<file path="config.mk">
export PLATFORM = sky130hd
export DESIGN_NAME = tristate_gate_decoder
export DESIGN_NICKNAME = d
export VERILOG_FILES = /design/src/rtl/tgd_pkg.sv /design/src/rtl/tgd_flag_sync.sv /design/src/rtl/tgd_holdoff_fsm.sv /design/src/rtl/tgd_gate_seq.sv /design/src/rtl/tristate_gate_decoder.sv
export SDC_FILE = /design/constraint.sdc
export NUM_CORES = 1
export LEC_CHECK = 0
export CAP_MARGIN = 25
export CORE_MARGIN = 2
export CORE_UTILIZATION = 30
export DETAILED_ROUTE_END_ITERATION = 12
export DONT_BUFFER_PORTS = 1
export REMOVE_ABC_BUFFERS = 1
export SLEW_MARGIN = 40
export SYNTH_ARGS = -nofsm -noshare
export SYNTH_HDL_FRONTEND = slang
export SYNTH_HIERARCHICAL = 1
export SYNTH_SLANG_ARGS = --single-unit
</file>
<file path="constraint.sdc">
create_clock -name clk -period 2.32 [get_ports clk]
set_input_delay 0.464 -clock clk [delete_from_list [all_inputs] [get_ports clk]]
set_output_delay 0.464 -clock clk [all_outputs]
set_load 0.02 [all_outputs]
</file>
<file path="src/rtl/tgd_pkg.sv">
package tgd_pkg;

    typedef enum logic [1:0] {
        LVL_LOW  = 2'd0,
        LVL_HIGH = 2'd1,
        LVL_MID  = 2'd2
    } line_level_e;

    typedef enum logic [1:0] {
        CMD_LO  = 2'd0,
        CMD_HI  = 2'd1,
        CMD_TRI = 2'd2
    } gate_cmd_e;

    // Flags are {above, below}; anything but a single flag is the window.
    function automatic line_level_e classify_flags(input logic above, input logic below);
        line_level_e lvl;
        if (above && !below) begin
            lvl = LVL_HIGH;
        end else if (below && !above) begin
            lvl = LVL_LOW;
        end else begin
            lvl = LVL_MID;
        end
        return lvl;
    endfunction

endpackage

</file>
<file path="src/rtl/tgd_flag_sync.sv">
module tgd_flag_sync #(
    parameter int WIDTH  = 2,
    parameter int STAGES = 2
) (
    input  logic             clk,
    input  logic             rst_n,
    input  logic [WIDTH-1:0] async_i,
    output logic [WIDTH-1:0] sync_o
);

    logic [WIDTH-1:0] stage_q [STAGES];

    always_ff @(posedge clk or negedge rst_n) begin
        if (!rst_n) begin
            for (int i = 0; i < STAGES; i++) begin
                stage_q[i] <= '0;
            end
        end else begin
            stage_q[0] <= async_i;
            for (int i = 1; i < STAGES; i++) begin
                stage_q[i] <= stage_q[i-1];
            end
        end
    end

    assign sync_o = stage_q[STAGES-1];

endmodule

</file>
<file path="src/rtl/tgd_holdoff_fsm.sv">
module tgd_holdoff_fsm
    import tgd_pkg::*;
#(
    parameter int HOLD_AFTER_LO = 7,
    parameter int HOLD_AFTER_HI = 8
) (
    input  logic        clk,
    input  logic        rst_n,
    input  line_level_e level_i,
    output gate_cmd_e   cmd_o
);

    localparam int HOLD_MAX = (HOLD_AFTER_LO > HOLD_AFTER_HI) ? HOLD_AFTER_LO : HOLD_AFTER_HI;
    localparam int CW       = $clog2(HOLD_MAX + 2);
    localparam logic [CW-1:0] HOLD_LO_C = CW'(HOLD_AFTER_LO);
    localparam logic [CW-1:0] HOLD_HI_C = CW'(HOLD_AFTER_HI);

    typedef enum logic [2:0] {
        HO_TRI     = 3'd0,
        HO_LOW     = 3'd1,
        HO_HIGH    = 3'd2,
        HO_WAIT_LO = 3'd3,
        HO_WAIT_HI = 3'd4
    } holdoff_state_e;

    holdoff_state_e state_q, state_d;
    logic [CW-1:0]  hold_cnt_q;
    logic           waiting;

    assign waiting = (state_q == HO_WAIT_LO) || (state_q == HO_WAIT_HI);

    // Next-state logic
    always_comb begin
        state_d = state_q;
        unique case (state_q)
            HO_LOW: begin
                if (level_i == LVL_HIGH)     state_d = HO_HIGH;
                else if (level_i == LVL_MID) state_d = HO_WAIT_LO;
            end
            HO_HIGH: begin
                if (level_i == LVL_LOW)      state_d = HO_LOW;
                else if (level_i == LVL_MID) state_d = HO_WAIT_HI;
            end
            HO_WAIT_LO: begin
                if (level_i == LVL_HIGH)       state_d = HO_HIGH;
                else if (level_i == LVL_LOW)   state_d = HO_LOW;
                else if (hold_cnt_q >= HOLD_LO_C) state_d = HO_TRI;
            end
            HO_WAIT_HI: begin
                if (level_i == LVL_HIGH)       state_d = HO_HIGH;
                else if (level_i == LVL_LOW)   state_d = HO_LOW;
                else if (hold_cnt_q >= HOLD_HI_C) state_d = HO_TRI;
            end
            HO_TRI: begin
                if (level_i == LVL_HIGH)     state_d = HO_HIGH;
                else if (level_i == LVL_LOW) state_d = HO_LOW;
            end
            default: state_d = HO_TRI;
        endcase
    end

    // State register and hold-off counter
    always_ff @(posedge clk or negedge rst_n) begin
        if (!rst_n) begin
            state_q    <= HO_TRI;
            hold_cnt_q <= CW'(1);
        end else begin
            state_q    <= state_d;
            hold_cnt_q <= waiting ? hold_cnt_q + 1'b1 : CW'(1);
        end
    end

    // Output decode
    always_comb begin
        unique case (state_q)
            HO_LOW, HO_WAIT_LO:  cmd_o = CMD_LO;
            HO_HIGH, HO_WAIT_HI: cmd_o = CMD_HI;
            default:             cmd_o = CMD_TRI;
        endcase
    end

    assert_high_resumes_R4: assert property (@(posedge clk) disable iff (!rst_n)
        (level_i == LVL_HIGH) |=> (cmd_o == CMD_HI))
        else $error("R4: high level did not reach the command at once");

    assert_low_resumes_R4: assert property (@(posedge clk) disable iff (!rst_n)
        (level_i == LVL_LOW) |=> (cmd_o == CMD_LO))
        else $error("R4: low level did not reach the command at once");

    assert_tri_needs_window_R1: assert property (@(posedge clk) disable iff (!rst_n)
        $rose(cmd_o == CMD_TRI) |-> $past(level_i == LVL_MID))
        else $error("R1: tri-state entered without a window level");

    assert_tri_after_wait_R2: assert property (@(posedge clk) disable iff (!rst_n)
        $rose(cmd_o == CMD_TRI) |-> $past(waiting))
        else $error("R2: tri-state entered without a hold-off wait");

endmodule

</file>
<file path="src/rtl/tgd_gate_seq.sv">
module tgd_gate_seq
    import tgd_pkg::*;
#(
    parameter int DT_H2L = 3,
    parameter int DT_L2H = 2
) (
    input  logic      clk,
    input  logic      rst_n,
    input  gate_cmd_e cmd_i,
    input  logic      ls_enable_i,
    input  logic      ready_i,
    input  logic      hs_block_i,
    output logic      gate_hs_o,
    output logic      gate_ls_o
);

    localparam int DT_MAX = (DT_H2L > DT_L2H) ? DT_H2L : DT_L2H;
    localparam int SW     = $clog2(DT_MAX + 1);
    localparam logic [SW-1:0] DT_MAX_C = SW'(DT_MAX);
    localparam logic [SW-1:0] DT_H2L_C = SW'(DT_H2L);
    localparam logic [SW-1:0] DT_L2H_C = SW'(DT_L2H);

    typedef enum logic [1:0] {
        GS_IDLE = 2'd0,
        GS_HS   = 2'd1,
        GS_LS   = 2'd2
    } gate_state_e;

    typedef enum logic [1:0] {
        SIDE_NONE = 2'd0,
        SIDE_HS   = 2'd1,
        SIDE_LS   = 2'd2
    } last_side_e;

    gate_state_e   state_q, state_d;
    last_side_e    last_off_q;
    logic [SW-1:0] since_off_q;
    logic          want_hs, want_ls, hs_clear, ls_clear;

    assign want_hs  = ready_i && !hs_block_i && (cmd_i == CMD_HI);
    assign want_ls  = ready_i && ls_enable_i && (cmd_i == CMD_LO);
    assign hs_clear = (last_off_q != SIDE_LS) || (since_off_q >= DT_L2H_C);
    assign ls_clear = (last_off_q != SIDE_HS) || (since_off_q >= DT_H2L_C);

    // Next-state logic
    always_comb begin
        state_d = state_q;
        unique case (state_q)
            GS_IDLE: begin
                if (want_hs && hs_clear)      state_d = GS_HS;
                else if (want_ls && ls_clear) state_d = GS_LS;
            end
            GS_HS:   if (!want_hs) state_d = GS_IDLE;
            GS_LS:   if (!want_ls) state_d = GS_IDLE;
            default: state_d = GS_IDLE;
        endcase
    end

    // State register with dead-time bookkeeping
    always_ff @(posedge clk or negedge rst_n) begin
        if (!rst_n) begin
            state_q     <= GS_IDLE;
            last_off_q  <= SIDE_NONE;
            since_off_q <= DT_MAX_C;
        end else begin
            state_q <= state_d;
            if (state_q == GS_HS && state_d == GS_IDLE) last_off_q <= SIDE_HS;
            if (state_q == GS_LS && state_d == GS_IDLE) last_off_q <= SIDE_LS;
            if (state_q != GS_IDLE)         since_off_q <= SW'(1);
            else if (since_off_q < DT_MAX_C) since_off_q <= since_off_q + 1'b1;
        end
    end

    // Output decode
    always_comb begin
        gate_hs_o = 1'b0;
        gate_ls_o = 1'b0;
        unique case (state_q)
            GS_HS:   gate_hs_o = 1'b1;
            GS_LS:   gate_ls_o = 1'b1;
            default: ;
        endcase
    end

    assert_no_overlap_R7: assert property (@(posedge clk) disable iff (!rst_n)
        !(gate_hs_o && gate_ls_o))
        else $error("R7: both gates on");

    assert_ls_rise_after_hs_low_R7: assert property (@(posedge clk) disable iff (!rst_n)
        $rose(gate_ls_o) |-> (!gate_hs_o && !$past(gate_hs_o)))
        else $error("R7: low side rose while high side was on");

    assert_hs_rise_after_ls_low_R7: assert property (@(posedge clk) disable iff (!rst_n)
        $rose(gate_hs_o) |-> (!gate_ls_o && !$past(gate_ls_o)))
        else $error("R7: high side rose while low side was on");

    assert_not_ready_off_R8: assert property (@(posedge clk) disable iff (!rst_n)
        !ready_i |=> (!gate_hs_o && !gate_ls_o))
        else $error("R8: gate on while not ready");

    assert_fault_blocks_hs_R9: assert property (@(posedge clk) disable iff (!rst_n)
        hs_block_i |=> !gate_hs_o)
        else $error("R9: high side on during fault gate-off");

    assert_ls_disable_R6: assert property (@(posedge clk) disable iff (!rst_n)
        !ls_enable_i |=> !gate_ls_o)
        else $error("R6: low side on while disabled");

endmodule

</file>
<file path="src/rtl/tristate_gate_decoder.sv">
module tristate_gate_decoder #(
    parameter int SYNC_STAGES   = 2,
    parameter int HOLD_AFTER_LO = 7,
    parameter int HOLD_AFTER_HI = 8,
    parameter int DT_H2L        = 3,
    parameter int DT_L2H        = 2
) (
    input  logic clk,
    input  logic rst_n,
    input  logic win_above_i,
    input  logic win_below_i,
    input  logic ls_enable_i,
    input  logic stage_ready_i,
    input  logic hs_block_i,
    output logic gate_hs_o,
    output logic gate_ls_o
);
    import tgd_pkg::*;

    logic [1:0]  flags_sync;
    line_level_e level;
    gate_cmd_e   cmd;

    tgd_flag_sync #(
        .WIDTH  (2),
        .STAGES (SYNC_STAGES)
    ) u_sync (
        .clk     (clk),
        .rst_n   (rst_n),
        .async_i ({win_above_i, win_below_i}),
        .sync_o  (flags_sync)
    );

    assign level = classify_flags(flags_sync[1], flags_sync[0]);

    tgd_holdoff_fsm #(
        .HOLD_AFTER_LO (HOLD_AFTER_LO),
        .HOLD_AFTER_HI (HOLD_AFTER_HI)
    ) u_holdoff (
        .clk     (clk),
        .rst_n   (rst_n),
        .level_i (level),
        .cmd_o   (cmd)
    );

    tgd_gate_seq #(
        .DT_H2L (DT_H2L),
        .DT_L2H (DT_L2H)
    ) u_seq (
        .clk         (clk),
        .rst_n       (rst_n),
        .cmd_i       (cmd),
        .ls_enable_i (ls_enable_i),
        .ready_i     (stage_ready_i),
        .hs_block_i  (hs_block_i),
        .gate_hs_o   (gate_hs_o),
        .gate_ls_o   (gate_ls_o)
    );

    assert_reset_tri_R10: assert property (@(posedge clk)
        !rst_n |-> (cmd == CMD_TRI && !gate_hs_o && !gate_ls_o))
        else $error("R10: not in the safe state during reset");

endmodule

</file>
======== Word-level counts from Yosys, hierarchy flattened ========
Cells that the tools add are included.
storage, ports and cells
  flip-flop bits (word level) ............. 17
  output and inout bits ................... 2
  word-level logic and storage cells ...... 85
cells by class
  add/subtract/negate cells ............... 2
  magnitude comparators ................... 5
  eq/ne operators ......................... 16
  muxes and demuxes ....................... 28
  reductions and logical operators ........ 27
operators with widths
  operator             count
  $mux 3               12
  $mux 2               10
  $pmux 3 s5           1
  $logic_and 1x1->1    10
  $ne 3x1->1 const B   3
  $logic_not 2->1      4
  $ne 4x4->1 const B   2
  $eq 2x1->1 const B   3
  $eq 3x2->1 const B   2
  $pmux 2 s3           1
  $reduce_bool 2->1    3
  $reduce_and 5->1     1
  $add 4x1->4 const B  1
  $eq 2x2->1 const B   2
  $ge 2x2->1 const B   2
  $ge 4x3->1 const B   1
  $ge 4x4->1 const B   1
  $mux 4               1
  $pmux 2 s2           1
  $reduce_or 2->1      2
  $eq 3x1->1 const B   1
  $eq 3x3->1 const B   1
  $logic_not 1->1      3
  $logic_not 3->1      1
  6 further kinds      9

======== Longest topological paths before layout ========
  depth after elaboration ................. 13
  mapped depth ............................ 9

======== Modules after synthesis ========
Netlist, hierarchy kept.
modules (own cells, without submodules)
  module                 instances  cells an instance  area an instance (sq um)  sequential area each (sq um)
  tgd_holdoff_fsm        1          56                 523.0                     176.4
  tgd_gate_seq           1          32                 327.8                     152.6
  tgd_flag_sync          1          6                  115.1                     100.1
  tristate_gate_decoder  1          2                  16.3                      0.0

======== Worst setup path after synthesis ========
No wires, ideal clock.
  path kind ............................... flip-flop to flip-flop
  from .................................... register u_sync.stage_q (netlist bit u_sync/sync_o[1])
  to ...................................... register u_holdoff.state_q[0]
  library setup time ...................... 0.126 ns
  data arrival time ....................... 1.779 ns
  slack ................................... 0.415 ns
  cell stages (with the launch flop) ...... 9
  buffers on the path ..................... 1
  cell sequence ........................... dfrtp_1 -> buf_4 -> ha_1 -> inv_1 -> ha_1 -> nor2b_1 -> or4b_1 -> a21oi_1 -> a31oi_1
on the way
  cells in the longest elaborated chain, start to end .. 8
ends and longest elaborated chain
  item                              line                                          RTL
  start: declaration                tgd_flag_sync.sv:11                           logic [WIDTH-1:0] stage_q [STAGES];
  start signal: indexed assignment  tgd_flag_sync.sv:21                           stage_q[i] <= stage_q[i-1];
  $logic_not 1->1                   tgd_pkg.sv:20                                 end else if (below && !above) begin
  $logic_and 1x1->1                 tgd_pkg.sv:20
  $mux 2                            tgd_pkg.sv:20
  $mux 2 (*)                        tgd_pkg.sv:18                                 if (above && !below) begin
  named net level[1]                tristate_gate_decoder.sv:21                   line_level_e level;
  $logic_not 2->1                   -
  $mux 3 (on tied branches)         tgd_holdoff_fsm.sv:51, tgd_holdoff_fsm.sv:46
  $mux 3 (on tied branches)         tgd_holdoff_fsm.sv:50, tgd_holdoff_fsm.sv:45
  $pmux 3 s5                        tgd_holdoff_fsm.sv:35                         unique case (state_q)
  end signal: assignment            tgd_holdoff_fsm.sv:68                         state_q <= state_d;
  end: declaration                  tgd_holdoff_fsm.sv:26                         holdoff_state_e state_q, state_d;
The timed path passes the listed nets; every way through them passes the cells marked *.
A chain may end at the register's enable or synchronous reset.

======== Worst setup path in the final report ========
Same ends and word-level chain as after synthesis.

==> results.yml <==
power:
  power_w: 0.00105
  p_leak_nw: 0.461
  ir_worst_vdd_uv: 466
  cellPowerDensity_nw_per_um2: 1000
timing:
  fin_worst_skew_ns: 0.00931
  grt_setup_unrepaired: "no"
  post-route-period-util_pct: 82.5
  whs_ns: 0.206
  tightestPinTransition_ns: 0.664
  relSlewSlack_pct: 55.6
  finalMaxSlewViolations: 0
  final_hold_viol_count: 0
  setup_violations: 0
  min_period_ns: 1.91
  fin_setup_tns_ns: 0
  clock.fmax_mhz: 523
layout:
  fin_nets: 114
  postLayoutCellArea_um2: 1040
  final_layout_size_suffix_gt1_share_pct: 11.3
  instances_no_fill: 141
  n_antenna_cell: 0
  area_growth_pct: 6.37
  mostFrequentLayoutCell: "dfrtp_1"
  final_cell_mix: "14 x dfrtp_1, 9 x ha_1, 9 x nor2_1"
critical_path:
  crit_required_ns: 2.50
  crit_family: "simple AND/OR/NAND/NOR gates"
  rrSetupSlack_ns: 0.41
  crit_path_max_fanout: 6
  cp-end-kind: "flop"
  path_common_cell: "ha_1"
  crit_arrival_ns: 2.09
  start_kind: "flop"
  slowest_delay_ns: 0.47
  crit_type: "reg2reg"
  path_cells: "ha_1 > inv_1 > ha_1 > nor2b_1 > or4b_1 > a21oi_1 > a31oi_1"
  crit_buf_inv: 1
  cpMaxStageDelayCell: "or4b_1"
logic_synthesis:
  synth_seq_cells: 17
  ys.warnings.count: 6
  seq_area_frac_synth_pct: 43.7
  synth.top_cell.area_share_pct: 35.7
  synth_cell_types: 36
  synth_area_leader_cell: "dfrtp_1"
  yosys-top-cells-area: "dfrtp_1 36%, ha_1 11%, dfstp_2 8.0%"
  syn_area_per_cell_um2: 10.2
  syn-cell-area_um2: 982
  synth_cells: 96
clock_network:
  clkTransAtPathRegs_ns: 0.10
  cts_tree: "yes"
  cts.sinks: 17
  clock_latency_ns: 0.29
  clockRootBuffer: "clkbuf_4"
  clockBufferDepth: 2
  ctsHtreeMaxLevel: 1
  cts_hold_buf: 1
  post_cts_buffers: 0
  cts_resized: 0
  numCtsBuffers: 3
floorplan:
  fp.dieArea_um2: 3750
  die_y_um: 61.2
  fp.dieW_um: 61.2
  initial_core_util_pct: 31.9
  ios: 9
  num_rows: 20
  coreArea_um2: 3080
route:
  routed-via-count: 636
  viasPerCell: 4.51
  wl_per_cell_um: 10.7
  drtPass1Iterations: 4
  drtAntennaViolNets: 0
  drt-total-wl_mm: 1.51
  drcViolationCount: 0
  drt_iter0_drc: 17
global_route:
  grtUsageTotal_pct: 9.70
  grt_pass1_wl_mm: 2.70
  grtUsageMet1_pct: 14.3
  busiest_layer: "met1"
  grtUsageMet2_pct: 13.8
  antenna_found_initial: 0
  grt_use_met3_pct: 3.99
  grt_overflow_total: 0
  grt_max_degree: 16
  grt_pass1_vias: 627
placement:
  placedCellCount: 135
  place_area_um2: 998
  post-dp-hpwl_mm: 1.14
  io_buffers: 0
  place.gp.congestion: 0.888
status:
  status: "finished, final reports clean"
flow_run:
  maxCapViolCount: 0
worst_hold_path:
  hp-class: "in2reg"
## flip-flops by register name (all words and copies together) (netlist names)
signal	cells
u_holdoff/hold_cnt_q	4
u_holdoff/state_q	3
u_seq/last_off_q	2
u_seq/since_off_q	2
u_seq/state_q	2
u_sync/stage_q	2
u_sync/sync_o	2
## through the flow
step	utilization (%)	worst slack (ns)
floorplan	-	0.520
global placement	32.4	0.473
detailed placement	32.4	0.407
CTS	33.6	0.396
global route	33.9	0.264
finish	33.9	0.407
## cell type report
class | count | area, um2
clock buffers | 4 | 26.3
well taps | 44 | 55.1
inverters | 7 | 26.3
fillers | 324 | 2030
flip-flops and latches | 17 | 429
repair buffers | 2 | 20.0
multi-input cells | 67 | 488
## final timing paths
check	cells after the start	start	to
hold / removal	0	win_above_i	u_sync/stage_q[3]$_DFF_PN0_
setup / recovery	7	u_sync/sync_o[1]$_DFF_PN0_	u_holdoff/state_q[0]$_DFFE_PN0P_
min in group asynchronous	1	rst_n	u_holdoff/hold_cnt_q[0]$_DFF_PN1_
max in group asynchronous	1	rst_n	u_sync/sync_o[1]$_DFF_PN0_
setup reg to reg	7	u_sync/sync_o[1]$_DFF_PN0_	u_holdoff/state_q[0]$_DFFE_PN0P_
hold reg to reg	0	u_sync/stage_q[2]$_DFF_PN0_	u_sync/sync_o[0]$_DFF_PN0_
## logic make-up (layout without fill, tap and decap cells)
kind of cell    Yosys count  in the layout  synth area share [%]
simple gates             34             34                  20.4
flops                    17             17                  43.7
mux                       1              1                  1.02
fa+ha+maj                 9              9                  11.5
buf+inv                  12             13                  6.62
compound gates           19             19                  13.2
xor+xnor                  4              4                  3.57
## power breakdown
part / leakage [nW] / switching, W / internal, W / total [W]
clock: 0.0150 / 0.0000860 / 0.0000667 / 0.000153
combinational: 0.238 / 0.000189 / 0.000195 / 0.000383
sequential: 0.208 / 0.000113 / 0.000397 / 0.000511
## cells in the mapped netlist
cell / n
dfrtp_1: 14
ha_1: 9
nor2_1: 9
a21oi_1: 7
inv_1: 7
nand2_1: 4
nand2b_1: 4
nor3_1: 4
buf_4: 3
dfstp_2: 3
nor2b_1: 3
a22oi_1: 2
or3_1: 2
xnor2_1: 2
xor2_1: 2
a211oi_2: 1
a21o_1: 1
a221o_2: 1
a31oi_1: 1
and4bb_2: 1
buf_6: 1
clkbuf_2: 1
mux2i_1: 1
nand3_1: 1
nand4bb_1: 1
nor2b_2: 1
nor2b_4: 1
nor4_1: 1
o21a_1: 1
o21ai_0: 1
o21ai_1: 1
o21bai_1: 1
o31a_1: 1
o41ai_1: 1
or2b_1: 1
or4b_1: 1
## per-layer routing
| layer | wire, um | share of wire (%) |
|---|---|---|
| met4 | 0 | 0 |
| met2 | 633 | 42 |
| met1 | 793 | 53 |
| met5 | 0 | 0 |
| met3 | 78 | 5.2 |
Power figures use the tool's default switching activity.
